[config.mk]
export PLATFORM = sky130hd
export DESIGN_NAME = cdiv_period_gen
export DESIGN_NICKNAME = d
export VERILOG_FILES = /design/src/rtl/cdiv_pkg.sv /design/src/rtl/cdiv_sync.sv /design/src/rtl/cdiv_edge_sel.sv /design/src/rtl/cdiv_down_counter.sv /design/src/rtl/cdiv_period_gen.sv
export SDC_FILE = /design/constraint.sdc
export NUM_CORES = 1
export LEC_CHECK = 0
export BUFFER_PORTS_ARGS = -buffer_cell sky130_fd_sc_hd__buf_4
export CAP_MARGIN = 15
export CELL_PAD_IN_SITES_DETAIL_PLACEMENT = 0
export CELL_PAD_IN_SITES_GLOBAL_PLACEMENT = 2
export CORE_MARGIN = 3
export CORE_UTILIZATION = 30
export DETAILED_ROUTE_END_ITERATION = 10
export PLACE_DENSITY = 0.72
export SYNTH_ARGS = -nofsm -noshare
export SYNTH_HDL_FRONTEND = slang
export SYNTH_SLANG_ARGS = --single-unit
[constraint.sdc]
create_clock -name clk_i -period 3 [get_ports clk_i]
set_clock_uncertainty 0.15 [all_clocks]
set_input_delay 0.6 -clock clk_i [delete_from_list [all_inputs] [get_ports clk_i]]
set_output_delay 0.6 -clock clk_i [all_outputs]
set_load 0.03 [all_outputs]
[src/rtl/cdiv_pkg.sv]
package cdiv_pkg;

  localparam int unsigned WIDE_W   = 14;
  localparam int unsigned NARROW_W = 8;

  localparam logic [WIDE_W-1:0] NARROW_MASK =
    {{(WIDE_W-NARROW_W){1'b0}}, {NARROW_W{1'b1}}};

  typedef enum logic [1:0] {
    RST_OFF  = 2'b00,
    RST_RISE = 2'b01,
    RST_FALL = 2'b10,
    RST_BOTH = 2'b11
  } rst_edge_e;

  // Period value actually loaded: masked to the active width, zero lifted to one.
  function automatic logic [WIDE_W-1:0] eff_period(
    input logic [WIDE_W-1:0] raw,
    input logic              narrow
  );
    logic [WIDE_W-1:0] m;
    m = narrow ? (raw & NARROW_MASK) : raw;
    if (m == '0) m = {{(WIDE_W-1){1'b0}}, 1'b1};
    return m;
  endfunction

  // Next count value on an ordinary down step.
  function automatic logic [WIDE_W-1:0] step_down(input logic [WIDE_W-1:0] cur);
    return cur - {{(WIDE_W-1){1'b0}}, 1'b1};
  endfunction

endpackage

[src/rtl/cdiv_sync.sv]
module cdiv_sync #(
  parameter int unsigned STAGES = 2
) (
  input  logic clk_i,
  input  logic rst_ni,
  input  logic d_i,
  output logic q_o
);

  logic [STAGES-1:0] chain_q;

  for (genvar s = 0; s < STAGES; s++) begin : g_stage
    if (s == 0) begin : g_first
      always_ff @(posedge clk_i or negedge rst_ni) begin
        if (!rst_ni) chain_q[s] <= 1'b0;
        else         chain_q[s] <= d_i;
      end
    end else begin : g_next
      always_ff @(posedge clk_i or negedge rst_ni) begin
        if (!rst_ni) chain_q[s] <= 1'b0;
        else         chain_q[s] <= chain_q[s-1];
      end
    end
  end

  assign q_o = chain_q[STAGES-1];

endmodule

[src/rtl/cdiv_edge_sel.sv]
module cdiv_edge_sel
  import cdiv_pkg::*;
(
  input  logic      clk_i,
  input  logic      rst_ni,
  input  logic      lvl_i,
  input  rst_edge_e mode_i,
  output logic      evt_o
);

  logic hist_q;
  logic rise_seen;
  logic fall_seen;

  always_ff @(posedge clk_i or negedge rst_ni) begin
    if (!rst_ni) hist_q <= 1'b0;
    else         hist_q <= lvl_i;
  end

  assign rise_seen = lvl_i & ~hist_q;
  assign fall_seen = ~lvl_i & hist_q;

  always_comb begin
    unique case (mode_i)
      RST_RISE: evt_o = rise_seen;
      RST_FALL: evt_o = fall_seen;
      RST_BOTH: evt_o = rise_seen | fall_seen;
      default:  evt_o = 1'b0;
    endcase
  end

  AST_OFF_NO_EVT: assert property (@(posedge clk_i) disable iff (!rst_ni)
    (mode_i == RST_OFF) |-> !evt_o);
  AST_EVT_NEEDS_CHANGE: assert property (@(posedge clk_i) disable iff (!rst_ni)
    evt_o |-> (lvl_i != hist_q));
  AST_RISE_POLARITY: assert property (@(posedge clk_i) disable iff (!rst_ni)
    (evt_o && mode_i == RST_RISE) |-> lvl_i);
  AST_FALL_POLARITY: assert property (@(posedge clk_i) disable iff (!rst_ni)
    (evt_o && mode_i == RST_FALL) |-> !lvl_i);

endmodule

[src/rtl/cdiv_down_counter.sv]
module cdiv_down_counter
  import cdiv_pkg::*;
(
  input  logic              clk_i,
  input  logic              rst_ni,
  input  logic              en_i,
  input  logic              restart_i,
  input  logic [WIDE_W-1:0] period_i,
  input  logic              narrow_i,
  output logic              pulse_o
);

  logic [WIDE_W-1:0] cnt_q;
  logic [WIDE_W-1:0] load_val;
  logic              at_zero;
  logic              load_strobe;
  logic              step_strobe;
  logic              pulse_q;

  assign load_val    = eff_period(period_i, narrow_i);
  assign at_zero     = (cnt_q == '0);
  assign load_strobe = restart_i | (en_i & at_zero);
  assign step_strobe = en_i & ~restart_i & ~at_zero;

  always_ff @(posedge clk_i or negedge rst_ni) begin
    if (!rst_ni) begin
      cnt_q   <= '0;
      pulse_q <= 1'b0;
    end else if (load_strobe) begin
      cnt_q   <= load_val;
      pulse_q <= 1'b1;
    end else begin
      if (step_strobe) cnt_q <= step_down(cnt_q);
      pulse_q <= 1'b0;
    end
  end

  assign pulse_o = pulse_q;

  AST_RESTART_LOAD: assert property (@(posedge clk_i) disable iff (!rst_ni)
    restart_i |=> (pulse_o && cnt_q == $past(load_val)));
  AST_TERMINAL_RELOAD: assert property (@(posedge clk_i) disable iff (!rst_ni)
    (en_i && !restart_i && cnt_q == '0) |=> pulse_o);
  AST_DOWN_STEP: assert property (@(posedge clk_i) disable iff (!rst_ni)
    (en_i && !restart_i && cnt_q != '0) |=> (!pulse_o && cnt_q == $past(cnt_q) - 1'b1));
  AST_FREEZE: assert property (@(posedge clk_i) disable iff (!rst_ni)
    (!en_i && !restart_i) |=> (!pulse_o && $stable(cnt_q)));
  AST_NARROW_CAP: assert property (@(posedge clk_i) disable iff (!rst_ni)
    (load_strobe && narrow_i) |=> (cnt_q <= WIDE_W'(NARROW_MASK)));
  AST_LOAD_NONZERO: assert property (@(posedge clk_i) disable iff (!rst_ni)
    load_strobe |=> (cnt_q != '0));

endmodule

[src/rtl/cdiv_period_gen.sv]
module cdiv_period_gen
  import cdiv_pkg::*;
#(
  parameter int unsigned SYNC_STAGES = 2
) (
  input  logic              clk_i,
  input  logic              rst_ni,
  input  logic              en_i,
  input  logic [WIDE_W-1:0] period_i,
  input  logic              narrow_i,
  input  logic [1:0]        edge_sel_i,
  input  logic              restart_i,
  output logic              pulse_o
);

  logic      restart_lvl;
  logic      restart_evt;
  rst_edge_e edge_mode;

  assign edge_mode = rst_edge_e'(edge_sel_i);

  cdiv_sync #(.STAGES(SYNC_STAGES)) u_sync (
    .clk_i  (clk_i),
    .rst_ni (rst_ni),
    .d_i    (restart_i),
    .q_o    (restart_lvl)
  );

  cdiv_edge_sel u_edge (
    .clk_i  (clk_i),
    .rst_ni (rst_ni),
    .lvl_i  (restart_lvl),
    .mode_i (edge_mode),
    .evt_o  (restart_evt)
  );

  cdiv_down_counter u_cnt (
    .clk_i     (clk_i),
    .rst_ni    (rst_ni),
    .en_i      (en_i),
    .restart_i (restart_evt),
    .period_i  (period_i),
    .narrow_i  (narrow_i),
    .pulse_o   (pulse_o)
  );

  AST_RESTART_WINS: assert property (@(posedge clk_i) disable iff (!rst_ni)
    (restart_evt && !en_i) |=> pulse_o);

endmodule

Word level (Yosys, flattened, before mapping) --
Index checks and enable logic that the tools add are counted.
Storage, ports and cells: register bits 18, output and inout port bits 1, logic and storage cells 29
Operators by class: add/subtract/negate cells 1, equality and inequality tests 3, mux-type cells 6, bitwise operators 11, reductions and logical operators 3
Operators with widths (count):
- 14-bit 2-to-1 mux | 4
- 14-bit zero test | 2
- 14-bit by 1-bit subtractor with 14-bit output (second input constant) | 1
- 1-bit bitwise AND | 5
- 2-bit == test (second input constant) | 2
- 1-bit inverter | 4
- 1-bit one-hot mux with 3 select lines | 1
- 2-bit by 1-bit == test with 1-bit output (second input constant) | 1
- 1-bit bitwise OR | 2
- 2-bit nonzero test | 1
- 1-bit 2-to-1 mux | 1

Logic depth before layout (Yosys ltp) --
Gate-level depths: netlist of the first run.
word-level depth 9, gate-level depth with buffers 10, mapped depth without buffers 8

Cells and area by module --
A second synthesis of the first run with hierarchy kept.
Unflattened totals: cells, all modules 130, area, all modules 1163.6 sq um
Modules (own cells, without submodules):
- cdiv_down_counter | instances 1, cells an instance 118, area an instance 1029.7 sq um
- cdiv_edge_sel | instances 1, cells an instance 10, area an instance 83.8 sq um
- cdiv_sync | instances 1, cells an instance 2, area an instance 50.0 sq um

Least setup slack after synthesis of the first run --
OpenSTA, ideal clock, no wires.
path type input port to flip-flop, start input port en_i, end register u_cnt.cnt_q[5], library setup time 0.071 ns, arrival 1.941 ns, data required time 2.779 ns, setup slack 0.838 ns, cell stages on the path 9, buffers on the path 3, cell sequence buf_6 > nor4bb_1 > nand4_1 > and3_1 > buf_6 > inv_4 > buf_6 > or4_1 > nand4_1
On the way: longest elaborated chain between the ends 3, elaborated cells between the ends (all ways) 6
Ends and longest elaborated chain:
- start, declared | RTL line cdiv_period_gen.sv:8 | input logic en_i,
- 1-bit bitwise AND (*) | RTL line cdiv_down_counter.sv:22 | assign load_strobe = restart_i | (en_i & at_zero);
- 1-bit bitwise OR (*) | RTL line cdiv_down_counter.sv:22
- via u_cnt.load_strobe | RTL line cdiv_down_counter.sv:16 | logic load_strobe;
- 14-bit 2-to-1 mux / 2-bit nonzero test (equally long branches)
- end signal, assigned | RTL line cdiv_down_counter.sv:30 | cnt_q <= load_val;
- end signal, assigned | RTL line cdiv_down_counter.sv:33 | if (step_strobe) cnt_q <= step_down(cnt_q);
- end, declared | RTL line cdiv_down_counter.sv:13 | logic [WIDE_W-1:0] cnt_q;
The timed path passes the listed nets; every way through them passes the cells marked *. A chain may end at the register's enable or synchronous reset.

Worst setup path in the final report of the first run --
start register u_cnt.cnt_q[0], end register u_cnt.cnt_q[7]
On the way: longest elaborated chain between the ends 4, elaborated cells between the ends (all ways) 9
Ends and longest elaborated chain:
- parallel branches: the longest is 4 deep, another holds 14-bit by 1-bit subtractor with 14-bit output
Several ways; the timed one is not identified. The select of a mux whose other input is x is not followed.

==> results of run 1 <==
==> sequential cells by signal (all words and copies together) (netlist names) <==
signal	count
u_sync.q_o	1
u_cnt.cnt_q	14
u_sync.chain_q	1
u_cnt.pulse_o	1
u_edge.hist_q	1
==> power breakdown <==
group | leakage (nW) | total (mW) | internal [mW] | switching [mW]
Combinational | 0.340 | 0.213 | 0.106 | 0.107
Clock | 0.0288 | 0.198 | 0.116 | 0.0812
Sequential | 0.208 | 0.382 | 0.303 | 0.0789
==> logic make-up (layout without fill, tap and decap cells) <==
group | after synthesis | after routing | share of synthesized area [%]
buf+inv | 12 | 32 | 6.70
xor+xnor | 2 | 2 | 1.51
fa+ha+maj | 3 | 3 | 3.24
compound gates | 22 | 22 | 13.8
simple gates | 66 | 66 | 32.3
flops | 18 | 18 | 38.9
mux | 4 | 4 | 3.46
==> through the flow <==
step / std cells / hold slack [ns] / instance area [sq um] / total power, mW / worst slack [ns]
4_1_cts: 193 / 0.0592 / 1380 / 0.802 / 0.750
3_3_place_gp: 189 / 0.183 / 1330 / 0.602 / 0.785
6_report: 193 / 0.0577 / 1380 / 0.793 / 0.740
5_1_grt: 193 / 0.0605 / 1380 / 0.854 / 0.517
3_5_place_dp: 189 / 0.189 / 1330 / 0.598 / 0.736
2_1_floorplan: 127 / 0.154 / 1160 / 0.527 / 0.838
==> layout make-up <==
| cell class | count | area, sq um | area share, % |
|---|---|---|---|
| well taps | 46 | 57.6 | 4.16 |
| clock buffers | 4 | 55.1 | 3.98 |
| multi-input cells | 97 | 629 | 45.5 |
| inverters | 6 | 25.0 | 1.81 |
| flip-flops and latches | 18 | 450 | 32.6 |
| repair buffers | 22 | 165 | 11.9 |
==> critical path, delay by kind of cell, from the launching register on <==
kind,cells,cell delay [ns]
adder cells (fa/ha/maj),1,0.26
AND/OR/NAND/NOR,3,0.75
flip-flops,1,0.40
buffers and inverters,2,0.30
AO/OA/AOI/OAI,2,0.31
==> worst paths after layout <==
| kind | start | to | slack, ns |
|---|---|---|---|
| setup / recovery | u_cnt.cnt_q[0]$_DFFE_PN0P_ | u_cnt.cnt_q[7]$_DFFE_PN0P_ | 0.74 |
| hold / removal | rst_ni | u_cnt.cnt_q[3]$_DFFE_PN0P_ | 0.06 |
| setup reg to reg | u_cnt.cnt_q[0]$_DFFE_PN0P_ | u_cnt.cnt_q[7]$_DFFE_PN0P_ | 0.74 |
| hold reg to reg | u_sync.chain_q[0]$_DFF_PN0_ | u_sync.q_o$_DFF_PN0_ | 0.20 |
| max in group asynchronous | rst_ni | u_cnt.cnt_q[0]$_DFFE_PN0P_ | 2.44 |
| min in group clk_i | u_sync.chain_q[0]$_DFF_PN0_ | u_sync.q_o$_DFF_PN0_ | 0.20 |
==> placed cells by master, fill, tap and decap left out, types with 2 or more instances in the layout <==
cell and count:
nand3_1 9, clkbuf_8 4, and2_1 3, ha_1 3, buf_4 22, nand4b_1 2
and2b_1 2, nor2b_1 2, o211ai_1 2, nand4_1 6, nor4_1 4, mux2i_1 4
nand2_1 14, inv_1 5, o21ai_0 2, dfrtp_1 18, a2bb2oi_1 2, nor2_1 8
nand2b_1 2, nand3b_1 2, nor3_1 2, or4_1 3, a21oi_1 7
==> per-layer routing <==
metal | wire, microns | vias up | part of all wire (%) | GRT usage, %
met4 | 16 | 0 | 0.58 | 3.72
met1 | 1310 | 495 | 47 | 18.9
met2 | 1290 | 26 | 46 | 20.9
met5 | 0 | - | 0 | 0
met3 | 158 | 2 | 5.7 | 2.13
li1 | - | 512 | - | -
==> results.md, run 1 <==
* Post-synth ARST share at 100%
* Final Max Tran Viols at 0
* Overflow after GRT at 0
* P per Cell Area at 573 nW/um^2
* RePlAce Congestion at 0.816
* Yosys top cell by area: dfrtp_1
* Clk root buf: clkbuf_8
* Die width at 68.1 microns
* Average wire per standard cell at 14.4 microns
* Synthesis-to-layout area growth at 19.5%
* Top-count cell post-synth: dfrtp_1
* Initial Util at 32.9%
* Sequential area share after synthesis at 38.9%
* Outcome: complete, no violations
* Max_slew headroom at 71.9%
* # DRC at 0
* H-tree depth at 1
* #FFs+latches synth at 18
* Via count at 1,035
* CTS buffer count at 3
* Synthesized cell area at 1160 sq um
* # Max-Cap Violations at 0
* VDD IR max at 0.226 mV
* Unrepaired setup endpoints after global routing: no
* Highest Clock Rate at approximately 440 MHz
* Die area at 4640 sq um
* Area share of the largest cell type after synthesis at 38.9%
* Slew @ Worst Pin at 0.418 ns
* Avg Inst Size Synth at 9.11 sq um
* HP Class: in2async
* CORE AREA at 3520 sq um
* Std cell rows at 21
* Top cells by area, synth: dfrtp_1, nand2_1, nand3_1
* WS Path Type: reg2reg
* Post-synth EDFFs at 0
* Vias in the first global route at 998
* Final Critical Period at 2.26 ns
* Antenna diodes at 0
* Clock tree buffer depth at 2
* Clock Sinks at 18
* Synth warn at 0
* Final Hold Fails at 0
* Setup crit end kind: flip-flop
* Final-report setup violation count at 0
* Crit Path Max Fanout at 13
* Fin util at 39.3%
* # port buffers at 21
* Detailed placement HPWL at roughly 2100 microns
* Setup tns final at 0 ns
* # resized after CTS at 0
* # IOs at 22
* Arr. time, crit path at between 2 and 2.5 ns
* Ys flop type: dfrtp_1
* Worst path slowest cell: dfrtp_1
* Routed Antenna Nets at 0
* Worst skew pair latency at 0.25 ns
* Largest net degree at the start of global routing at 19
* Worst setup SP type: flip-flop
* Max incr delay on CP at 0.40 ns
* Vias per cell at 5.36
* Post-Route WL at 2780 microns
* CTS tree: done
* Initial antenna violation count at 0
* Reg clk slew, reported paths at 0.07 ns
* Share of layout cells above drive strength 1 at 21.8%
* Number of filler cells placed in the layout at 382
* Drt first pass iters at 4
* Iteration-0 DRC Markers at 57
* Die Y at 68.1 microns
* Post-CTS setup buffers at 0
* Final nets at 172
* Post-Syn Instances at 127
* Final Cycle Share at 75.3%
* Req. time, crit path at around 3.0 ns
* First-pass GRT wire length at 4710 microns
* Ordered cell list for the critical path: inv_1 > ha_1 > nor4bb_1 > nand4_1 > and3_1 > buf_4 > a21oi_1 > a2bb2oi_1
* Total GRT Usage at a little over an eighth
* Post-synth top cells: dfrtp_1, nand2_1, nand3_1, nor2_1, a21oi_1
* Leak pwr at approximately 0.58 nW
* CTS Hold Buffers Added at 0
* Synth unique cells at 43
* R2R cell count at 8
* Net Count, Synth at roughly 150
(Power assumes the default switching activity.)
==> run 2, diff against run 1 <==
--- a/config.mk
+++ b/config.mk
@@ -5,6 +5,7 @@
 export SDC_FILE = /design/constraint.sdc
 export NUM_CORES = 1
 export LEC_CHECK = 0
+export ABC_AREA = 1
 export BUFFER_PORTS_ARGS = -buffer_cell sky130_fd_sc_hd__buf_4
 export CAP_MARGIN = 15
 export CELL_PAD_IN_SITES_DETAIL_PLACEMENT = 0
@@ -12,7 +13,7 @@
 export CORE_MARGIN = 3
 export CORE_UTILIZATION = 30
 export DETAILED_ROUTE_END_ITERATION = 10
-export PLACE_DENSITY = 0.72
+export PLACE_DENSITY = 0.78
 export SYNTH_ARGS = -nofsm -noshare
 export SYNTH_HDL_FRONTEND = slang
 export SYNTH_SLANG_ARGS = --single-unit
==> constraint.sdc (replaced) <==
create_clock -name clk_i -period 2.3 [get_ports clk_i]
set_clock_uncertainty 0.15 [all_clocks]
set_input_delay 0.46 -clock clk_i [delete_from_list [all_inputs] [get_ports clk_i]]
set_output_delay 0.46 -clock clk_i [all_outputs]
set_load 0.03 [all_outputs]
==> run 2 against run 1 <==
Net effect:
- setup slack got worse by 0.36 ns
- sequential power up 34%
- maximum frequency is 18% higher
- flip-flop and latch count unchanged
- via count increased by 28%
==> results.md, run 2 <==
* Post-synth EDFFs at 0 (unchanged)
* Synth warn at 0 (unchanged)
* Worst path slowest cell: dfrtp_1
* Final Max Tran Viols at 0 (unchanged)
* Clock power share at 20.4% (-4.5 points)
* Max FFs per register at 14 (unchanged)
* Crit Path Max Fanout at 14 (+1)
* CORE AREA at 4410 sq um (+25%)
* Final Non-Filler Cells at 290 (+50%)
* Fin util at 37.6% (-1.7 points)
* Initial antenna violation count at 0 (unchanged)
* Commonest non-fill, non-tap cell in the layout: nand2_1
* Top-count cell post-synth: nand2_1
* VDD IR max at 0.242 mV (+7.3%)
* Leak pwr at 0.901 nW (+56%)
* Die area at 5480 sq um (+18%)
* Clock Sinks at 18 (unchanged)
* # port buffers at 21 (unchanged)
* Final-report setup violation count at 0 (unchanged)
* Antenna diodes at 0 (unchanged)
* Unrepaired setup endpoints after global routing: no
* Final Hold Fails at 0 (unchanged)
* Worst skew pair latency at 0.26 ns (about the same)
* Slew @ Worst Pin at 0.435 ns (+0.0172 ns)
* Post-synth ARST share at 100% (unchanged)
* Overflow after GRT at 0 (unchanged)
* Via count at 1,324 (+28%)
* Vias per cell at 4.57 (-15%)
* Yosys top cell by area: dfrtp_1
* Die width at 74.0 microns (+8.7%)
* Vias in the first global route at 1,302 (+30%)
* Avg Inst Size Synth at 6.49 sq um (-29%)
* Most used cell, CP: inv_1
* HP Class: in2reg
* Worst reg2reg setup slack at 0.38 ns (-0.36 ns)
* Arr. time, crit path at 1.92 ns (-0.36 ns)
* Average wire per standard cell at 12.2 microns (-15%)
* Post-Route WL at 3550 microns (+28%)
* Met1 Wirelength at 1800 microns (+37%)
* Post-Syn Instances at 214 (+69%)
* Synthesis-to-layout area growth at 19.5% (about the same)
* Highest Clock Rate at 522 MHz (+18%)
* Most frequent cells in the layout: nand2_1, nand3_1, inv_1
* Worst hold path depth at 1
* Final nets at 263 (+53%)
* Ys flop type: dfrtp_1
* Internal cell power at 0.765 mW (+45%)
* Setup tns final at 0 ns (unchanged)
* # Max-Cap Violations at 0 (unchanged)
* RePlAce Congestion at 0.825 (+1.1%)
* First-pass GRT wire length at 5890 microns (+25%)
* Post-synth top cells: nand2_1, nand3_1, inv_1, nor2_1, dfrtp_1
* Clock tree buffer depth at 2 (unchanged)
* Share of layout cells above drive strength 1 at 18.5% (-3.3 points)
* Detailed placement HPWL at 2790 microns (+32%)
* Std cell rows at 24 (+14%)
* Iteration-0 DRC Markers at 34 (-40%)
* Fraction of power spent switching nets at 42.4% (+8.7 points)
* Drt first pass iters at 4 (unchanged)
* Ordered cell list for the critical path: inv_1 > ha_1 > inv_1 > nand3_1 > nand3_1 > nor2_4 > inv_1 > o21ai_0 > nand2_1 > nand2_1
* Routed Antenna Nets at 0 (unchanged)
* Reg clk slew, reported paths at 0.08 ns (about the same)
* CTS tree: done
* H-tree depth at 1 (unchanged)
* # resized after CTS at 0 (unchanged)
* Req. time, crit path at 2.30 ns (-0.72 ns)
* Psw at 0.562 mW (+110%)
* Reg with most FFs: u_cnt.cnt_q
* CTS buffer count at 3 (unchanged)
* Synthesized cell area at 1390 sq um (+20%)
* Area share of xor/xnor cells in the synthesized design at 0% (-1.5 points)
* Max incr delay on CP at 0.37 ns (-0.03 ns)
* Simple-Gate Fraction of Synth Area at 49.8% (+17 points)
* WS Path Type: reg2reg
* Net Count, Synth at 238 (+58%)
* Cells after DPL at 285 (+51%)
* Die Y at 74.0 microns (+8.7%)
* Top cells by area, synth: dfrtp_1, nand2_1, nand3_1
* Sequential area share after synthesis at 32.4% (-6.5 points)
* Clk root buf: clkbuf_8
* Largest net degree at the start of global routing at 20 (+1)
* Mux share of post-synthesis cell area at 0% (-3.5 points)
* Metal2 WL at 1490 microns (+16%)
* Outcome: complete, no violations
* Total GRT Usage at 14.0% (+0.69 points)
* Reg power frac at 38.4% (-9.8 points)
* Setup crit end kind: flip-flop
* Final Critical Period at 1.92 ns (-0.343 ns)
* Initial Util at 31.5% (-1.4 points)
* Max_slew headroom at 71.0% (-0.95 points)
* Area share of the largest cell type after synthesis at 32.4% (-6.5 points)
* # IOs at 22 (unchanged)
* # DRC at 0 (unchanged)
* #FFs+latches synth at 18 (unchanged)
* Synth unique cells at 24 (-44%)
* Compound-cell area share of the yosys netlist at 4.86% (-9.0 points)
* Largest family of logic cells by synthesized area: simple AND/OR/NAND/NOR gates
* Adder-Cell Fraction of Synth Area at 2.70% (-0.54 points)
* Comb power frac at 41.1% (+14 points)
* R2R cell count at 10 (+2)
* Final Cycle Share at 83.3% (+8.0 points)
* DR top layer: met4
* P per Cell Area at 800 nW/um^2 (+40%)
* Post-CTS setup buffers at 0 (unchanged)
* Worst setup SP type: flip-flop
* WL met3 at 171 microns (+8.2%)
[run 2: cell types whose count changed after synthesis, moves of 6 or more]
cell     delta
nand3_1    +22
inv_1      +25
a21oi_1     -6
nor2_1     +16
nand2_1    +61
[run 2: final timing paths]
kind | to | from
worst max-delay path | u_cnt.cnt_q[2]$_DFFE_PN0P_ | u_sync.q_o$_DFF_PN0_
worst min-delay path | u_sync.chain_q[0]$_DFF_PN0_ | restart_i
worst min register to register | u_sync.q_o$_DFF_PN0_ | u_sync.chain_q[0]$_DFF_PN0_
min in group asynchronous | u_cnt.cnt_q[8]$_DFFE_PN0P_ | rst_ni
worst max register to register | u_cnt.cnt_q[2]$_DFFE_PN0P_ | u_sync.q_o$_DFF_PN0_
max in group asynchronous | u_cnt.cnt_q[4]$_DFFE_PN0P_ | rst_ni
[run 2: power by group through the flow]
stage | logic [mW] | registers [mW] | clock network, mW
floorplan | 0.416 | 0.490 | 0
global placement | 0.566 | 0.517 | 0
detailed placement | 0.549 | 0.513 | 0
CTS | 0.552 | 0.508 | 0.277
global route | 0.640 | 0.524 | 0.291
finish | 0.546 | 0.510 | 0.271
[run 2: final cells by class]
class	count	area (sq um)
well taps	52	65.1
repair buffers	23	175
clock buffers	4	55.1
fillers	508	2760
flip-flops and latches	18	450
multi-input cells	162	797
inverters	31	116
[run 2: stage by stage]
| step | instance area (sq um) | hold WS [ns] | total power, mW | setup slack (ns) |
|---|---|---|---|---|
| floorplan | 1390 | 0.0144 | 0.907 | 0.627 |
| global placement | 1590 | 0.184 | 1.08 | 0.346 |
| detailed placement | 1590 | 0.185 | 1.06 | 0.386 |
| CTS | 1660 | 0.152 | 1.34 | 0.365 |
| global route | 1660 | 0.154 | 1.45 | 0.155 |
| finish | 1660 | 0.156 | 1.33 | 0.383 |
[run 2: worst max-delay path: cells and delay by family, from the launching register on]
family / cells / cell delay (ns)
buf+inv: 3 / 0.43
simple gates: 5 / 0.41
flops: 1 / 0.37
fa+ha+maj: 1 / 0.28
compound gates: 1 / 0.17
[run 2: cell families (layout without fill, tap and decap cells)]
family                   after synthesis  count (layout)
AO/OA/AOI/OAI                         11              11
adder cells (fa/ha/maj)                3               3
buffers and inverters                 34              58
flip-flops                            18              18
AND/OR/NAND/NOR                      148             148
[run 2: what timing repair did]
item | in CTS | in global routing
hold buffers | 1 | 0
endpoints found under the hold margin | 18 | 0
endpoints found under the setup margin | 0 | 0
[run 2: layer usage]
layer,global-route usage (%),up-vias
met1,19.7,569
met3,1.62,8
li1,-,712
met5,0,-
met4,6.04,0
met2,21.8,35
==> run 3, diff against run 2 <==
==> constraint.sdc (replaced) <==
create_clock -name clk_i -period 2 [get_ports clk_i]
set_clock_uncertainty 0.15 [all_clocks]
set_input_delay 0.4 -clock clk_i [delete_from_list [all_inputs] [get_ports clk_i]]
set_output_delay 0.4 -clock clk_i [all_outputs]
set_load 0.03 [all_outputs]
==> run 3 against run 2 <==
Net effect:
- utilization is 1.0 points higher
- sequential share of layout area is 0.72 points lower
- via count is 2.5% higher
==> results.md, run 3 (synthesis gave the netlist of run 2 again) <==
* Req. time, crit path at 2.01 ns (-0.29 ns)
* Post-Place Setup Slack at 0.202 ns (-0.184 ns)
* Cells after DPL at 291 (+2.1%)
* Crit Path Max Fanout at 19 (+5)
* Crit Reg-Reg Endpoint: u_cnt.cnt_q[12]$_DFFE_PN0P_
* R2R cell count at 11 (+1)
* Routed Antenna Nets at 0 (unchanged)
* Max incr delay on CP at 0.37 ns (about the same)
* Vias per cell at 4.58 (+0.41%)
* Commonest non-fill, non-tap cell in the layout: nand2_1
* Vias in the first global route at 1,284 (-1.4%)
* Via count at 1,357 (+2.5%)
* Synthesis-to-layout area growth at 22.7%
* WHS Endpoint: u_sync.chain_q[0]$_DFF_PN0_
* Setup slack after layout at 0.208 ns (-0.175 ns)
* P per Cell Area at 907 nW/um^2 (+13%)
* Total GRT Usage at 14.4% (+0.41 points)
* RePlAce Congestion at 0.808 (-2.0%)
* Crit-path leading delay family: simple AND/OR/NAND/NOR gates
* Average wire per standard cell at 12.4 microns (+1.4%)
* Slew @ Worst Pin at 0.314 ns (-0.121 ns)
* Setup crit end kind: flip-flop
* Worst hold path depth at 1 (unchanged)
* Iteration-0 DRC Markers at 90 (+160%)
* CTS tree: done
* # resized after CTS at 0 (unchanged)
* Unrepaired setup endpoints after global routing: no
* Overflow after GRT at 0 (unchanged)
* Final Non-Filler Cells at 296 (+2.1%)
* Reg with most FFs: u_cnt.cnt_q
* WS Path Type: reg2reg
* CTS buffer count at 3 (unchanged)
* Post-CTS setup buffers at 0 (unchanged)
* Final Cycle Share at 89.6% (+6.3 points)
* Worst r2r src: u_sync.q_o$_DFF_PN0_
* # IOs at 22 (unchanged)
* Share of layout cells above drive strength 1 at 20.5% (+2.0 points)
* # DRC at 0 (unchanged)
* Clock Sinks at 18 (unchanged)
* Most used cell, CP: inv_1
* Worst setup SP type: flip-flop
* Max FFs per register at 14 (unchanged)
* Initial Util at 31.5% (unchanged)
* Reg clk slew, reported paths at 0.08 ns (about the same)
* CORE AREA at 4410 sq um (unchanged)
* Largest net degree at the start of global routing at 20 (unchanged)
* Outcome: complete, no violations
* Max_slew headroom at 79.0% (+8.0 points)
* Worst reg2reg setup slack at 0.21 ns (-0.18 ns)
* Final Max Tran Viols at 0 (unchanged)
* Final nets at 269 (+2.3%)
* Antenna diodes at 0 (unchanged)
* Die Y at 74.0 microns (unchanged)
* Worst path slowest cell: dfrtp_1
* H-tree depth at 1 (unchanged)
* Clock tree buffer depth at 2 (unchanged)
* WP buf/inv at 3 (unchanged)
* VDD IR max at 0.318 mV (+31%)
* Fin util at 38.6% (+1.0 points)
* Hold Startpoint: restart_i
* Final-report setup violation count at 0 (unchanged)
* First-pass GRT wire length at 6040 microns (+2.7%)
* Highest Clock Rate at 558 MHz (+7.0%)
* Worst skew pair latency at 0.26 ns (about the same)
* Post-Route WL at 3680 microns (+3.5%)
* # Max-Cap Violations at 0 (unchanged)
* Die area at 5480 sq um (unchanged)
* Clk root buf: clkbuf_8
* # port buffers at 21 (unchanged)
* Final Critical Period at 1.79 ns (-0.125 ns)
* Drt first pass iters at 4 (unchanged)
* Final Hold Fails at 0 (unchanged)
* Leak pwr at 0.929 nW (+3.1%)
* Arr. time, crit path at 1.80 ns (-0.12 ns)
* Most frequent cells in the layout: nand2_1, nand3_1, inv_1
* Initial antenna violation count at 0 (unchanged)
* Setup tns final at 0 ns (unchanged)
* Std cell rows at 24 (unchanged)
* Die width at 74.0 microns (unchanged)
* Detailed placement HPWL at 2890 microns (+3.7%)
* Ordered cell list for the critical path: inv_1 > ha_1 > inv_1 > nand3_1 > nand2_2 > nor2_8 > nand2_8 > inv_1 > nand3_1 > nand2_1 > nand2_1
* HP Class: in2reg
-- run 3: changes by cell type in the layout (fill, tap and decap cells not counted) --
cell | previous run | this run
buf_4 | 22 | 28
-- run 3: through the flow --
stage	area (sq um)	power, mW	hold slack [ns]
floorplan	1390	1.04	-0.0456
global placement	1640	1.25	0.147
detailed placement	1640	1.24	0.150
CTS	1700	1.56	0.0873
global route	1700	1.69	0.0874
finish	1700	1.54	0.0928
-- run 3: report_power, final --
part	leakage [nW]	internal, mW	switching, mW
registers	0.219	0.468	0.116
logic	0.682	0.253	0.391
clock network	0.0288	0.175	0.141
-- run 3: worst max path at each step --
stage                     cells after the start                          end                 start  slack [ns]
after detailed placement                     11  u_cnt.cnt_q[11]$_DFFE_PN0P_  u_sync.q_o$_DFF_PN0_        0.20
after global routing                         11  u_cnt.cnt_q[12]$_DFFE_PN0P_  u_sync.q_o$_DFF_PN0_        0.02
final                                        11  u_cnt.cnt_q[12]$_DFFE_PN0P_  u_sync.q_o$_DFF_PN0_        0.21
after floorplan                              10   u_cnt.cnt_q[1]$_DFFE_PN0P_  u_sync.q_o$_DFF_PN0_        0.33
after global placement                       11  u_cnt.cnt_q[11]$_DFFE_PN0P_  u_sync.q_o$_DFF_PN0_        0.25
after CTS                                    11  u_cnt.cnt_q[11]$_DFFE_PN0P_  u_sync.q_o$_DFF_PN0_        0.18
-- run 3: layer usage --
metal | vias to the layer above | wire length (microns) | track usage (%)
met5 | - | 0 | 0
met4 | 0 | 59 | 4.23
met3 | 6 | 139 | 1.89
met2 | 33 | 1590 | 21.9
met1 | 597 | 1890 | 21.3
li1 | 721 | - | -
-- run 3: area by class of cell --
| cell class | instances | area [sq um] |
|---|---|---|
| tap | 52 | 65.1 |
| fill | 503 | 2710 |
| inverter | 31 | 116 |
| clock buffer | 4 | 55.1 |
| multi-input combinational | 162 | 797 |
| timing repair buffer | 29 | 220 |
| sequential | 18 | 450 |
-- run 3: repair_timing --
| action | 4_1_cts | 5_1_grt |
|---|---|---|
| hold buffers | 1 | 0 |
| endpoints found under the hold margin | 18 | 0 |
| setup endpoints to repair | 0 | 0 |
